File: config.mk
export PLATFORM = sky130hd
export DESIGN_NAME = pwrgood_reset_ctrl
export DESIGN_NICKNAME = d
export VERILOG_FILES = /design/src/rtl/pgr_pkg.sv /design/src/rtl/pgr_rail_qualify.sv /design/src/rtl/pgr_deglitch.sv /design/src/rtl/pwrgood_reset_ctrl.sv
export SDC_FILE = /design/constraint.sdc
export NUM_CORES = 1
export LEC_CHECK = 0
export BUFFER_PORTS_ARGS = -buffer_cell sky130_fd_sc_hd__buf_2
export CAP_MARGIN = 0
export CORE_MARGIN = 1
export CORE_UTILIZATION = 35
export CTS_BUF_LIST = sky130_fd_sc_hd__clkbuf_4 sky130_fd_sc_hd__clkbuf_8
export DETAILED_ROUTE_END_ITERATION = 10
export PLACE_DENSITY = 0.67
export SYNTH_ARGS = -nofsm -noshare
export SYNTH_HDL_FRONTEND = slang
export SYNTH_HIERARCHICAL = 1
export SYNTH_SLANG_ARGS = --single-unit
File: constraint.sdc
create_clock -name clk -period 1.7 [get_ports clk]
set_input_delay 0.51 -clock clk [delete_from_list [all_inputs] [get_ports clk]]
set_output_delay 0.51 -clock clk [all_outputs]
set_load 0.01 [all_outputs]
File: src/rtl/pgr_pkg.sv
package pgr_pkg;

    // Supply configuration codes
    typedef enum logic [1:0] {
        CFG_ALL_RAILS = 2'b00,
        CFG_NO_NEG    = 2'b01,
        CFG_ALT_LEVEL = 2'b10,
        CFG_RESERVED  = 2'b11
    } cfg_e;

    // The negative rail is dropped from all checks in these codes
    function automatic logic neg_rail_masked(input cfg_e code);
        return (code == CFG_NO_NEG) || (code == CFG_ALT_LEVEL);
    endfunction

    // The +5V comparator uses its 3.3V level in this code
    function automatic logic alt_level(input cfg_e code);
        return code == CFG_ALT_LEVEL;
    endfunction

    typedef struct packed {
        logic lrst_n;
        logic alt_sel;
    } out_st_t;

endpackage

File: src/rtl/pgr_rail_qualify.sv
module pgr_rail_qualify
    import pgr_pkg::*;
#(
    parameter int N_RAILS = 4,
    parameter int NEG_IDX = 3
) (
    input  logic [1:0]         cfg_mode,
    input  logic [N_RAILS-1:0] rail_uv,
    input  logic [N_RAILS-1:0] fet_on,
    output logic               all_good,
    output logic               all_on
);
    logic [N_RAILS-1:0] counted;
    logic [N_RAILS-1:0] rail_ok;
    logic [N_RAILS-1:0] sw_ok;
    logic               neg_mask;

    always_comb neg_mask = neg_rail_masked(cfg_e'(cfg_mode));

    for (genvar i = 0; i < N_RAILS; i++) begin : g_rail
        if (i == NEG_IDX) begin : g_neg
            always_comb counted[i] = !neg_mask;
        end else begin : g_pos
            always_comb counted[i] = 1'b1;
        end
        always_comb begin
            rail_ok[i] = !counted[i] || !rail_uv[i];
            sw_ok[i]   = !counted[i] || fet_on[i];
        end
    end

    always_comb begin
        all_good = &rail_ok;
        all_on   = &sw_ok;
    end

    // a masked negative rail never blocks the good indication
    always_comb begin
        if (neg_mask && (rail_uv[NEG_IDX-1:0] == '0) && (fet_on[NEG_IDX-1:0] == '1))
            a_mask_neg_r8: assert (all_good && all_on);
    end
endmodule

File: src/rtl/pgr_deglitch.sv
module pgr_deglitch #(
    parameter int unsigned DG_CYC = 3750
) (
    input  logic clk,
    input  logic rst_n,
    input  logic all_good,
    input  logic all_on,
    output logic healthy,
    output logic healthy_nxt
);
    localparam int unsigned CW = (DG_CYC < 2) ? 1 : $clog2(DG_CYC);
    localparam logic [CW-1:0] LAST = CW'(DG_CYC - 1);

    typedef struct packed {
        logic [CW-1:0] cnt;
        logic          good;
    } dg_st_t;

    dg_st_t st_d, st_q;

    always_comb begin
        st_d = st_q;
        if (!all_on) begin
            // switch off: drop at once
            st_d.good = 1'b0;
            st_d.cnt  = '0;
        end else if (all_good) begin
            st_d.good = 1'b1;
            st_d.cnt  = '0;
        end else if (st_q.good) begin
            if (st_q.cnt == LAST) begin
                st_d.good = 1'b0;
                st_d.cnt  = '0;
            end else begin
                st_d.cnt = st_q.cnt + 1'b1;
            end
        end else begin
            st_d.cnt = '0;
        end
    end

    always_ff @(posedge clk) begin
        if (!rst_n) begin
            st_q <= '0;
        end else begin
            st_q <= st_d;
        end
    end

    always_comb begin
        healthy     = st_q.good;
        healthy_nxt = rst_n && st_d.good;
    end

    p_fet_off_drop_r3: assert property (@(posedge clk) disable iff (!rst_n)
        !all_on |=> !st_q.good);
    p_fast_assert_r2: assert property (@(posedge clk) disable iff (!rst_n)
        (all_on && all_good) |=> st_q.good);
    p_no_assert_bad_r2: assert property (@(posedge clk) disable iff (!rst_n)
        (!st_q.good && !all_good) |=> !st_q.good);
    p_cnt_bound_r4: assert property (@(posedge clk) disable iff (!rst_n)
        st_q.cnt <= LAST);
    p_good_restarts_r5: assert property (@(posedge clk) disable iff (!rst_n)
        all_good |=> (st_q.cnt == '0));
endmodule

File: src/rtl/pwrgood_reset_ctrl.sv
module pwrgood_reset_ctrl
    import pgr_pkg::*;
#(
    parameter int N_RAILS     = 4,
    parameter int NEG_IDX     = 3,
    parameter int CLK_HZ      = 250_000_000,
    parameter int DEGLITCH_US = 15
) (
    input  logic               clk,
    input  logic               rst_n,
    input  logic [1:0]         cfg_mode,
    input  logic [N_RAILS-1:0] rail_uv,
    input  logic [N_RAILS-1:0] fet_on,
    input  logic               bus_rst_n,
    output logic               healthy_n,
    output logic               local_rst_n,
    output logic               alt_level_sel
);
    localparam int unsigned DG_CYC = (CLK_HZ / 1_000_000) * DEGLITCH_US;

    logic    all_good, all_on;
    logic    healthy, healthy_nxt;
    out_st_t out_d, out_q;

    pgr_rail_qualify #(
        .N_RAILS(N_RAILS),
        .NEG_IDX(NEG_IDX)
    ) i_qualify (
        .cfg_mode(cfg_mode),
        .rail_uv (rail_uv),
        .fet_on  (fet_on),
        .all_good(all_good),
        .all_on  (all_on)
    );

    pgr_deglitch #(
        .DG_CYC(DG_CYC)
    ) i_deglitch (
        .clk        (clk),
        .rst_n      (rst_n),
        .all_good   (all_good),
        .all_on     (all_on),
        .healthy    (healthy),
        .healthy_nxt(healthy_nxt)
    );

    always_comb begin
        out_d         = out_q;
        out_d.lrst_n  = healthy_nxt && bus_rst_n;
        out_d.alt_sel = alt_level(cfg_e'(cfg_mode));
    end

    always_ff @(posedge clk) begin
        if (!rst_n) begin
            out_q <= '0;
        end else begin
            out_q <= out_d;
        end
    end

    always_comb begin
        healthy_n     = !healthy;
        local_rst_n   = out_q.lrst_n;
        alt_level_sel = out_q.alt_sel;
    end

    p_reset_state_r1: assert property (@(posedge clk)
        !rst_n |=> (healthy_n && !local_rst_n && !alt_level_sel));
    p_bus_rst_r6: assert property (@(posedge clk) disable iff (!rst_n)
        !bus_rst_n |=> !local_rst_n);
    p_unhealthy_rst_r6: assert property (@(posedge clk) disable iff (!rst_n)
        healthy_n |-> !local_rst_n);
    p_alt_sel_r9: assert property (@(posedge clk) disable iff (!rst_n)
        (cfg_mode == 2'b10) |=> alt_level_sel);
endmodule

### After elaboration in Yosys (flattened, before gate mapping)

Index checks and enable logic that the tools add are counted.
Widths: inputs -> output; s select.

| word-level totals | value |
|---|---|
| logic and storage cells | 28 |
| register bits after elaboration | 15 |
| output and inout port bits | 3 |
| bits of input ports | 13 |

| cells by class | value |
|---|---|
| equal/unequal tests | 3 |
| bitwise operators | 3 |
| add/subtract/negate cells | 1 |
| mux-type cells | 4 |
| reduce and logical (&&, ||, !) cells | 13 |

Operator list:

| kind | number |
|---|---|
| $add 12x1->12 const B | 1 |
| $eq 12x12->1 const B | 1 |
| $reduce_and 4->1 | 2 |
| $logic_not 1->1 | 5 |
| $reduce_or 5->1 | 1 |
| $mux 1 | 4 |
| $logic_or 1x1->1 | 3 |
| $not 1->1 | 3 |
| $eq 2x1->1 const B | 1 |
| $eq 2x2->1 const B | 1 |
| $logic_and 1x1->1 | 2 |

### Depth between registers and ports, before layout

Gate-level depths: netlist (run 1).

| depth | value |
|---|---|
| depth after elaboration | 8 |
| depth in mapped cells | 7 |
| mapped depth without buffers | 6 |

### Hierarchy

Netlist (run 1), hierarchy kept.

By module, submodules not included:

| module | times used | area an instance (sq um) | sequential area each (sq um) | cells each |
|---|---|---|---|---|
| pgr_deglitch | 1 | 589.3 | 260.2 | 64 |
| pwrgood_reset_ctrl | 1 | 58.8 | 40.0 | 5 |
| pgr_rail_qualify | 1 | 37.5 | 0.0 | 5 |

### Worst setup path before layout (run 1)

Ideal clock, no wire load.

| timing | value |
|---|---|
| path type | input to register |
| start point | input cfg_mode[0] |
| end point | register i_deglitch/st_q[12] (netlist bit) |
| library setup time | 0.064 ns |
| arrival time | 1.452 ns |
| path buffers | 1 |
| slack | 0.185 ns |
| data required time | 1.636 ns |
| stages | 6 |
| cell sequence | xnor2_1 > a21oi_1 > nand2_1 > or3_4 > buf_6 > nor2_1 |

| on the way | value |
|---|---|
| cells in the longest elaborated chain, start to end | 6 |
| elaborated cells between the ends (all ways) | 9 |
| those cells by class | eq/ne: 2; bitwise: 1; reduce/logical: 6 |

Ends and longest elaborated chain:

| what | RTL line | text |
|---|---|---|
| start, declared | pwrgood_reset_ctrl.sv:11 | `input logic [1:0] cfg_mode,` |
| $eq 2x1->1 / $eq 2x2->1 (equally long branches) | pgr_pkg.sv:13 | `return (code == CFG_NO_NEG) \|\| (code == CFG_ALT_LEVEL);` |
| $logic_or 1x1->1 (*) | pgr_pkg.sv:13 |  |
| $logic_or 1x1->1 (*) | pgr_rail_qualify.sv:28 | `sw_ok[i] = !counted[i] \|\| fet_on[i];` |
| $reduce_and 4->1 (*) | pgr_rail_qualify.sv:34 | `all_on = &sw_ok;` |
| named net all_on | pwrgood_reset_ctrl.sv:21 | `logic all_good, all_on;` |
| $not 1->1 (no line) (*) | -- |  |
| $reduce_or 5->1 (no line) (*) | -- |  |
| end signal, assigned | pgr_deglitch.sv:46 | `st_q <= st_d;` |
| end, declared | pgr_deglitch.sv:19 | `dg_st_t st_d, st_q;` |

Mark *: on every way through the listed nets, which the timed path passes. The rest lies on a longest branch.
A chain may end at the register's enable or synchronous reset.

### Final worst setup path (run 1)

| timing | value |
|---|---|
| start point | register i_deglitch/st_q[6] (netlist bit) |
| end point | register i_deglitch/st_q[5] (netlist bit) |

| on the way | value |
|---|---|
| cells in the longest elaborated chain, start to end | 2 |

Ends and longest elaborated chain:

| what | RTL line | text |
|---|---|---|
| $eq 12x12->1 | pgr_deglitch.sv:31 | `if (st_q.cnt == LAST) begin` |
| $reduce_or 5->1 (no line) | -- |  |

Every way passes these cells.

==> results of run 1 <==
worst max-delay path, stage by stage, from the launching register on:
cell     delay [ps]
dfxtp_1         400
or3b_1          390
o41ai_2         310
or3_4           270
nor2_1           60
synth_stat cells:
cell type / n
a2111oi_2: 1
a21oi_1: 3
and3_1: 2
and3b_1: 1
and4_2: 1
buf_6: 1
dfxtp_1: 15
ha_1: 2
inv_1: 4
nand2_1: 5
nand3_1: 5
nand4_1: 4
nand4bb_1: 1
nor2_1: 13
nor3_1: 1
nor4_1: 1
o41ai_2: 1
or3_4: 1
or3b_1: 1
xnor2_1: 5
xor2_1: 6
state kept, by name (all words and copies together), names as in the netlist:
name,cells
i_deglitch/healthy,1
local_rst_n,1
i_deglitch/st_q,12
alt_level_sel,1
layout make-up:
class                   count  area (um2)
inverters                   4        15.0
flip-flops and latches     15         300
well taps                  25        31.3
clock inverters             1        5.00
clock buffers               3        22.5
multi-input cells          54         359
repair buffers             17        90.1
fillers                   190         960
through the flow:
stage          area [um2]  hold WS, ps  cells  setup slack [ps]
6_report              823          464    119               161
5_1_grt               823          459    119              73.1
4_1_cts               823          451    119               153
3_5_place_dp          796          491    115              28.7
3_3_place_gp          796          491    115              74.9
2_1_floorplan         686          456     74               185
worst paths after layout:
kind	startpoint	end	slack (ps)	cells after the start
worst max-delay path	i_deglitch/st_q[6]	i_deglitch/st_q[5]	160	4
worst max register to register	i_deglitch/st_q[6]	i_deglitch/st_q[5]	160	4
worst min-delay path	bus_rst_n	local_rst_n	460	2
worst min register to register	i_deglitch/healthy	i_deglitch/healthy	500	2
cell families after synthesis:
| group | count (synthesis) | share of synthesized area [%] |
|---|---|---|
| AND/OR/NAND/NOR | 36 | 27.9 |
| flip-flops | 15 | 43.8 |
| XOR/XNOR | 11 | 14.1 |
| AO/OA/AOI/OAI | 5 | 6.75 |
| buffers and inverters | 5 | 3.83 |
| adder cells (fa/ha/maj) | 2 | 3.65 |
metal layers:
| metal | share of wire [%] | track usage (%) | up-vias | wire, um |
|---|---|---|---|---|
| li1 | - | - | 291 | - |
| met1 | 49 | 16.3 | 238 | 558 |
| met2 | 44 | 18.9 | 17 | 509 |
| met3 | 5.4 | 2.35 | 2 | 62 |
| met4 | 1.5 | 10.6 | 0 | 17 |
| met5 | 0 | 0 | - | 0 |
where the power goes:
group | internal (W) | switching (W) | total [W]
clock | 0.0000872 | 0.000107 | 0.000194
sequential | 0.000352 | 0.000000251 | 0.000352
combinational | 0.0000147 | 0.0000105 | 0.0000253
total | 0.000454 | 0.000118 | 0.000572
placed cells by master, fill, tap and decap left out:
cell type | synthesis | layout
a21oi_1 | 3 | 3
nand2_1 | 5 | 5
a2111oi_2 | 1 | 1
and3_1 | 2 | 2
nand4bb_1 | 1 | 1
buf_2 | 0 | 15
clkinv_2 | 0 | 1
inv_1 | 4 | 4
nor3_1 | 1 | 1
nand4_1 | 4 | 4
xor2_1 | 6 | 6
xnor2_1 | 5 | 5
and3b_1 | 1 | 1
o41ai_2 | 1 | 1
nand3_1 | 5 | 5
or3_4 | 1 | 1
ha_1 | 2 | 2
nor2_1 | 13 | 13
nor4_1 | 1 | 1
clkbuf_4 | 0 | 3
dfxtp_1 | 15 | 15
or3b_1 | 1 | 1
and4_2 | 1 | 1
buf_4 | 0 | 2
==> metrics.cfg, run 1 <==
[die]
io_pins=16
die_area_um2=2140
core_area_um2=1780
die_w_um=46.3
start_util_pct=38.5
row_count=15
die_height_um=46.3

[cts]
cts_resized=0
clk_pin_slew_worst_paths_ps=90
postCtsSetupBuffers=0
clkLatencyLatePin_ps=280
cts_max_path_buffers=2
cts_root_buf=clkbuf_4
cts.htree.levels=1
cts_tree=done
hold_buffers=0
cts.sinks=15
cts_buffers=3

[logic_synthesis]
synth_top_area_share_pct=43.8
ys_types=21
synth_seq_cells=15
seq_area_frac_synth_pct=43.8
yosys_warnings=6
synthesis.area_um2=686
yosys.area.top_type=dfxtp_1
syn_avg_cell_area_um2=9.27
synth.top_cells.by_area=dfxtp_1 (44%), xor2_1 (7.7%), nor2_1 (7.1%)
syn-num-nets=89
syn-instance-count=74

[power_and_ir_drop]
power_per_cell_area_nw_per_um2=695
total_power_w=0.000572
max-vdd-ir-drop_mv=0.298
p_leak_nw=0.301

[critical_path]
start_kind=register
crit_type=reg -> reg
required_ps=1870
cp.arrival_ps=1710
cp_max_fo=12
critPathCaptureType=register

[grt]
grt_pass1_vias=471
grt-ovfl-total=0
globalRouteTotalUtil_pct=12.9
grt_max_degree=13
antenna_found_initial=0
grt_pass1_wl_um=1870

[sta]
slew_violations=0
tns_ps=0
finalCriticalPeriod_ps=1540
grt_setup_unrepaired=no
fin_skew_ps=5.43
finalSetupViolCount=0
max_freq_mhz=650
hold_viol=0
max_slew_margin_pct=74.5
min_period_over_period_pct=90.5
worst_pin_slew_ps=380

[place]
place.gp.congestion=0.714
post-dp-hpwl_um=870
portBuffers=15

[min_path]
hold_class=in -> reg

[detailed_routing]
drcViolationCount=0
num_vias=548
drt_wl_total_um=1150
vias_per_cell=4.61
postRouteAntennaNets=0
drt_iter0_drc=12
drt_first_pass_iters=4
wl_per_cell_um=9.65

[layout]
area_growth_pct=20.1
antennaDiodeCount=0
nNetsFinal=110
drive_gt1_share_pct=26.6
utilization_pct=46.2

[outcome]
outcome=complete, no violations

[job]
drv_cap=0

(Power assumes the default switching activity.)
==> inputs of run 2 (changes only) <==
- CAP_MARGIN: 0 -> unset
- clock period: 1.7 -> 1.6 ns (I/O delays scaled with it)
==> metrics.cfg, run 2 (synthesized netlist as in run 1, its figures left out) <==
[critical_path]
required_ps=1780
crit_type=reg -> reg
start_kind=register
cp_max_fo=12
cp.arrival_ps=1640
critPathCaptureType=register

[layout]
nNetsFinal=113
largest_register_ffs=12
drive_gt1_share_pct=28.9
final_cell_mix=dfxtp_1 (15), buf_2 (15), nor2_1 (13)
area_growth_pct=23.7
top_register=i_deglitch/st_q
fin_cells=122
antennaDiodeCount=0

[sta]
min_period_over_period_pct=91.7
hold_viol=0
tns_ps=0
worst_pin_slew_ps=348
setup_slack_ps=133
finalCriticalPeriod_ps=1470
max_freq_mhz=682
holdWs_ps=425
finalSetupViolCount=0
slew_violations=0
fin_skew_ps=4.87
max_slew_margin_pct=76.6
grt_setup_unrepaired=no

[die]
io_pins=16
die_area_um2=2140
start_util_pct=38.5
die_w_um=46.3
core_area_um2=1780
row_count=15
die_height_um=46.3

[power_and_ir_drop]
total_power_w=0.000633
max-vdd-ir-drop_mv=0.388
p_leak_nw=0.318
power_per_cell_area_nw_per_um2=746

[grt]
grt_max_degree=13
grt-ovfl-total=0
antenna_found_initial=0
globalRouteTotalUtil_pct=15.5
grt_pass1_vias=541
grt_pass1_wl_um=2250

[place]
place.gp.congestion=0.757
dp_slack_ps=-61.8
portBuffers=15
dp.cells=118
post-dp-hpwl_um=948

[cts]
cts_max_path_buffers=2
cts.sinks=15
cts.htree.levels=1
clkLatencyLatePin_ps=280
cts_buffers=3
clk_pin_slew_worst_paths_ps=90
postCtsSetupBuffers=0
hold_buffers=0
cts_resized=0
cts_tree=done
cts_root_buf=clkbuf_4

[min_path]
hold_class=in -> reg

[job]
drv_cap=0

[detailed_routing]
drt_wl_total_um=1250
drt_iter0_drc=1
vias_per_cell=4.75
drcViolationCount=0
wl_per_cell_um=10.3
num_vias=580
drt_first_pass_iters=2
postRouteAntennaNets=0

[outcome]
outcome=complete, no violations

run 2: cell types whose count changed in the layout (fill, tap and decap cells not counted), sizes merged:
cell | before | now
buf | 17 | 20
clkbuf | 3 | 4
clkinv | 1 | 0
run 2: per-layer routing:
| metal | track usage [%] | share of wire (%) | up-vias |
|---|---|---|---|
| li1 | - | - | 298 |
| met1 | 18.3 | 46 | 265 |
| met2 | 24.5 | 48 | 15 |
| met3 | 3.53 | 4.3 | 2 |
| met4 | 10.6 | 1.4 | 0 |
| met5 | 0 | 0 | - |
run 2: final timing paths:
path	from	endpoint	slack, ps	cells after the start
setup / recovery	i_deglitch/st_q[9]	i_deglitch/st_q[5]	130	4
setup reg to reg	i_deglitch/st_q[9]	i_deglitch/st_q[5]	130	4
hold / removal	bus_rst_n	local_rst_n	420	2
hold reg to reg	i_deglitch/healthy	i_deglitch/healthy	490	2
run 2: power breakdown:
part           switching (W)  internal, W  total (W)
registers        0.000000234     0.000374   0.000374
logic              0.0000115    0.0000157  0.0000272
clock network       0.000117     0.000114   0.000231
total               0.000129     0.000503   0.000633
run 2: cell type report:
cell class / instances / area, um2
Fill cell: 177 / 935
Timing Repair Buffer: 20 / 113
Inverter: 4 / 15.0
Tap cell: 25 / 31.3
Clock buffer: 4 / 30.0
Multi-Input combinational cell: 54 / 359
Sequential cell: 15 / 300
run 2: stage by stage:
stage          utilization, %  instance area [um2]
6_report                 47.6                  848
5_1_grt                  47.6                  848
4_1_cts                  47.6                  848
3_5_place_dp             45.9                  818
3_3_place_gp             45.9                  818
2_1_floorplan               -                  686
run 2: critical path, stage by stage, from the launching register on:
cell	delay, ps
dfxtp_1	350
or3b_1	390
o41ai_2	300
or3_4	270
nor2_1	60
==> inputs of run 3 (changes only) <==
- CTS_BUF_LIST: sky130_fd_sc_hd__clkbuf_4 sky130_fd_sc_hd__clkbuf_8 -> sky130_fd_sc_hd__clkbuf_2
==> metrics.cfg, run 3 (synthesized netlist as in run 1, its figures left out) <==
[critical_path]
critPathCaptureType=register
start_kind=register
r2r_cells=4
required_ps=1770
crit-reg2reg-launch=i_deglitch/st_q[9]
critPathLaunch=i_deglitch/st_q[9]
cp.arrival_ps=1640
crit_type=reg -> reg
cp_max_fo=12

[die]
core_area_um2=1780
die_w_um=46.3
start_util_pct=38.5
row_count=15
die_height_um=46.3
io_pins=16
die_area_um2=2140

[layout]
drive_gt1_share_pct=28.9
final_cell_mix=dfxtp_1 (15), buf_2 (15), nor2_1 (13)
antennaDiodeCount=0
area_growth_pct=22.3
nNetsFinal=113
fin_cells=122
largest_register_ffs=12
top_register=i_deglitch/st_q

[grt]
grt_pass1_wl_um=2170
grt-ovfl-total=0
grt_pass1_vias=526
globalRouteTotalUtil_pct=14.7
antenna_found_initial=0
grt_max_degree=13

[detailed_routing]
wl_met1_um=562
wl_per_cell_um=9.91
postRouteAntennaNets=0
num_vias=581
drcViolationCount=0
highest_layer=met4
dr_wl_met3_um=54
route.met2.wl_um=575
drt_wl_total_um=1210
drt_iter0_drc=6
vias_per_cell=4.76
drt_first_pass_iters=2

[cts]
postCtsSetupBuffers=0
hold_buffers=0
cts_buffers=3
cts_root_buf=clkbuf_2
cts_max_path_buffers=2
clk_pin_slew_worst_paths_ps=140
cts.htree.levels=1
cts_resized=0
cts_tree=done
clkLatencyLatePin_ps=260
cts.sinks=15

[power_and_ir_drop]
power_per_cell_area_nw_per_um2=690
max-vdd-ir-drop_mv=0.350
p_leak_nw=0.316

[min_path]
worstHoldPathCells=2
min_from=bus_rst_n
hold_class=in -> reg

[sta]
finalSetupViolCount=0
max_freq_mhz=682
fin_skew_ps=4.09
holdWs_ps=434
tns_ps=0
finalCriticalPeriod_ps=1470
hold_viol=0
max_slew_margin_pct=76.3
grt_setup_unrepaired=no
min_period_over_period_pct=91.6
worst_pin_slew_ps=354
slew_violations=0

[place]
dp.cells=118
place.gp.congestion=0.757
post-dp-hpwl_um=948
portBuffers=15

[outcome]
outcome=complete, no violations

[job]
drv_cap=0

-- run 3: power by group --
group | total, W | switching, W | internal, W
Clock | 0.000176 | 0.000110 | 0.0000663
Sequential | 0.000375 | 0.000000234 | 0.000375
Combinational | 0.0000272 | 0.0000115 | 0.0000157
-- run 3: worst paths after layout --
kind | end | slack (ps)
setup / recovery | i_deglitch/st_q[5] | 130
hold / removal | local_rst_n | 430
setup reg to reg | i_deglitch/st_q[5] | 130
hold reg to reg | i_deglitch/healthy | 500
-- run 3: critical path, cell delays in order, from the launching register on --
cell and delay (ps):
dfxtp_1 360, or3b_1 380, o41ai_2 300, or3_4 270, nor2_1 60
-- run 3: cell type report --
| type | instances | area, um2 |
|---|---|---|
| Multi-Input combinational cell | 54 | 359 |
| Timing Repair Buffer | 20 | 113 |
| Sequential cell | 15 | 300 |
| Inverter | 4 | 15.0 |
| Fill cell | 178 | 945 |
| Clock buffer | 4 | 20.0 |
| Tap cell | 25 | 31.3 |
-- run 3: metal layers --
layer	vias to the layer above	GRT usage, %
li1	298	-
met1	266	18.0
met2	15	23.1
met3	2	3.53
met4	0	8.82
met5	-	0
-- run 3: through the flow --
step	utilization [%]	setup slack [ps]	power [W]	area, um2
CTS	47.0	118	0.000591	838
finish	47.0	134	0.000578	838
global route	47.0	18.2	0.000622	838
floorplan	-	115	0.000392	686
global placement	45.9	-3.09	0.000409	818
detailed placement	45.9	-61.8	0.000411	818
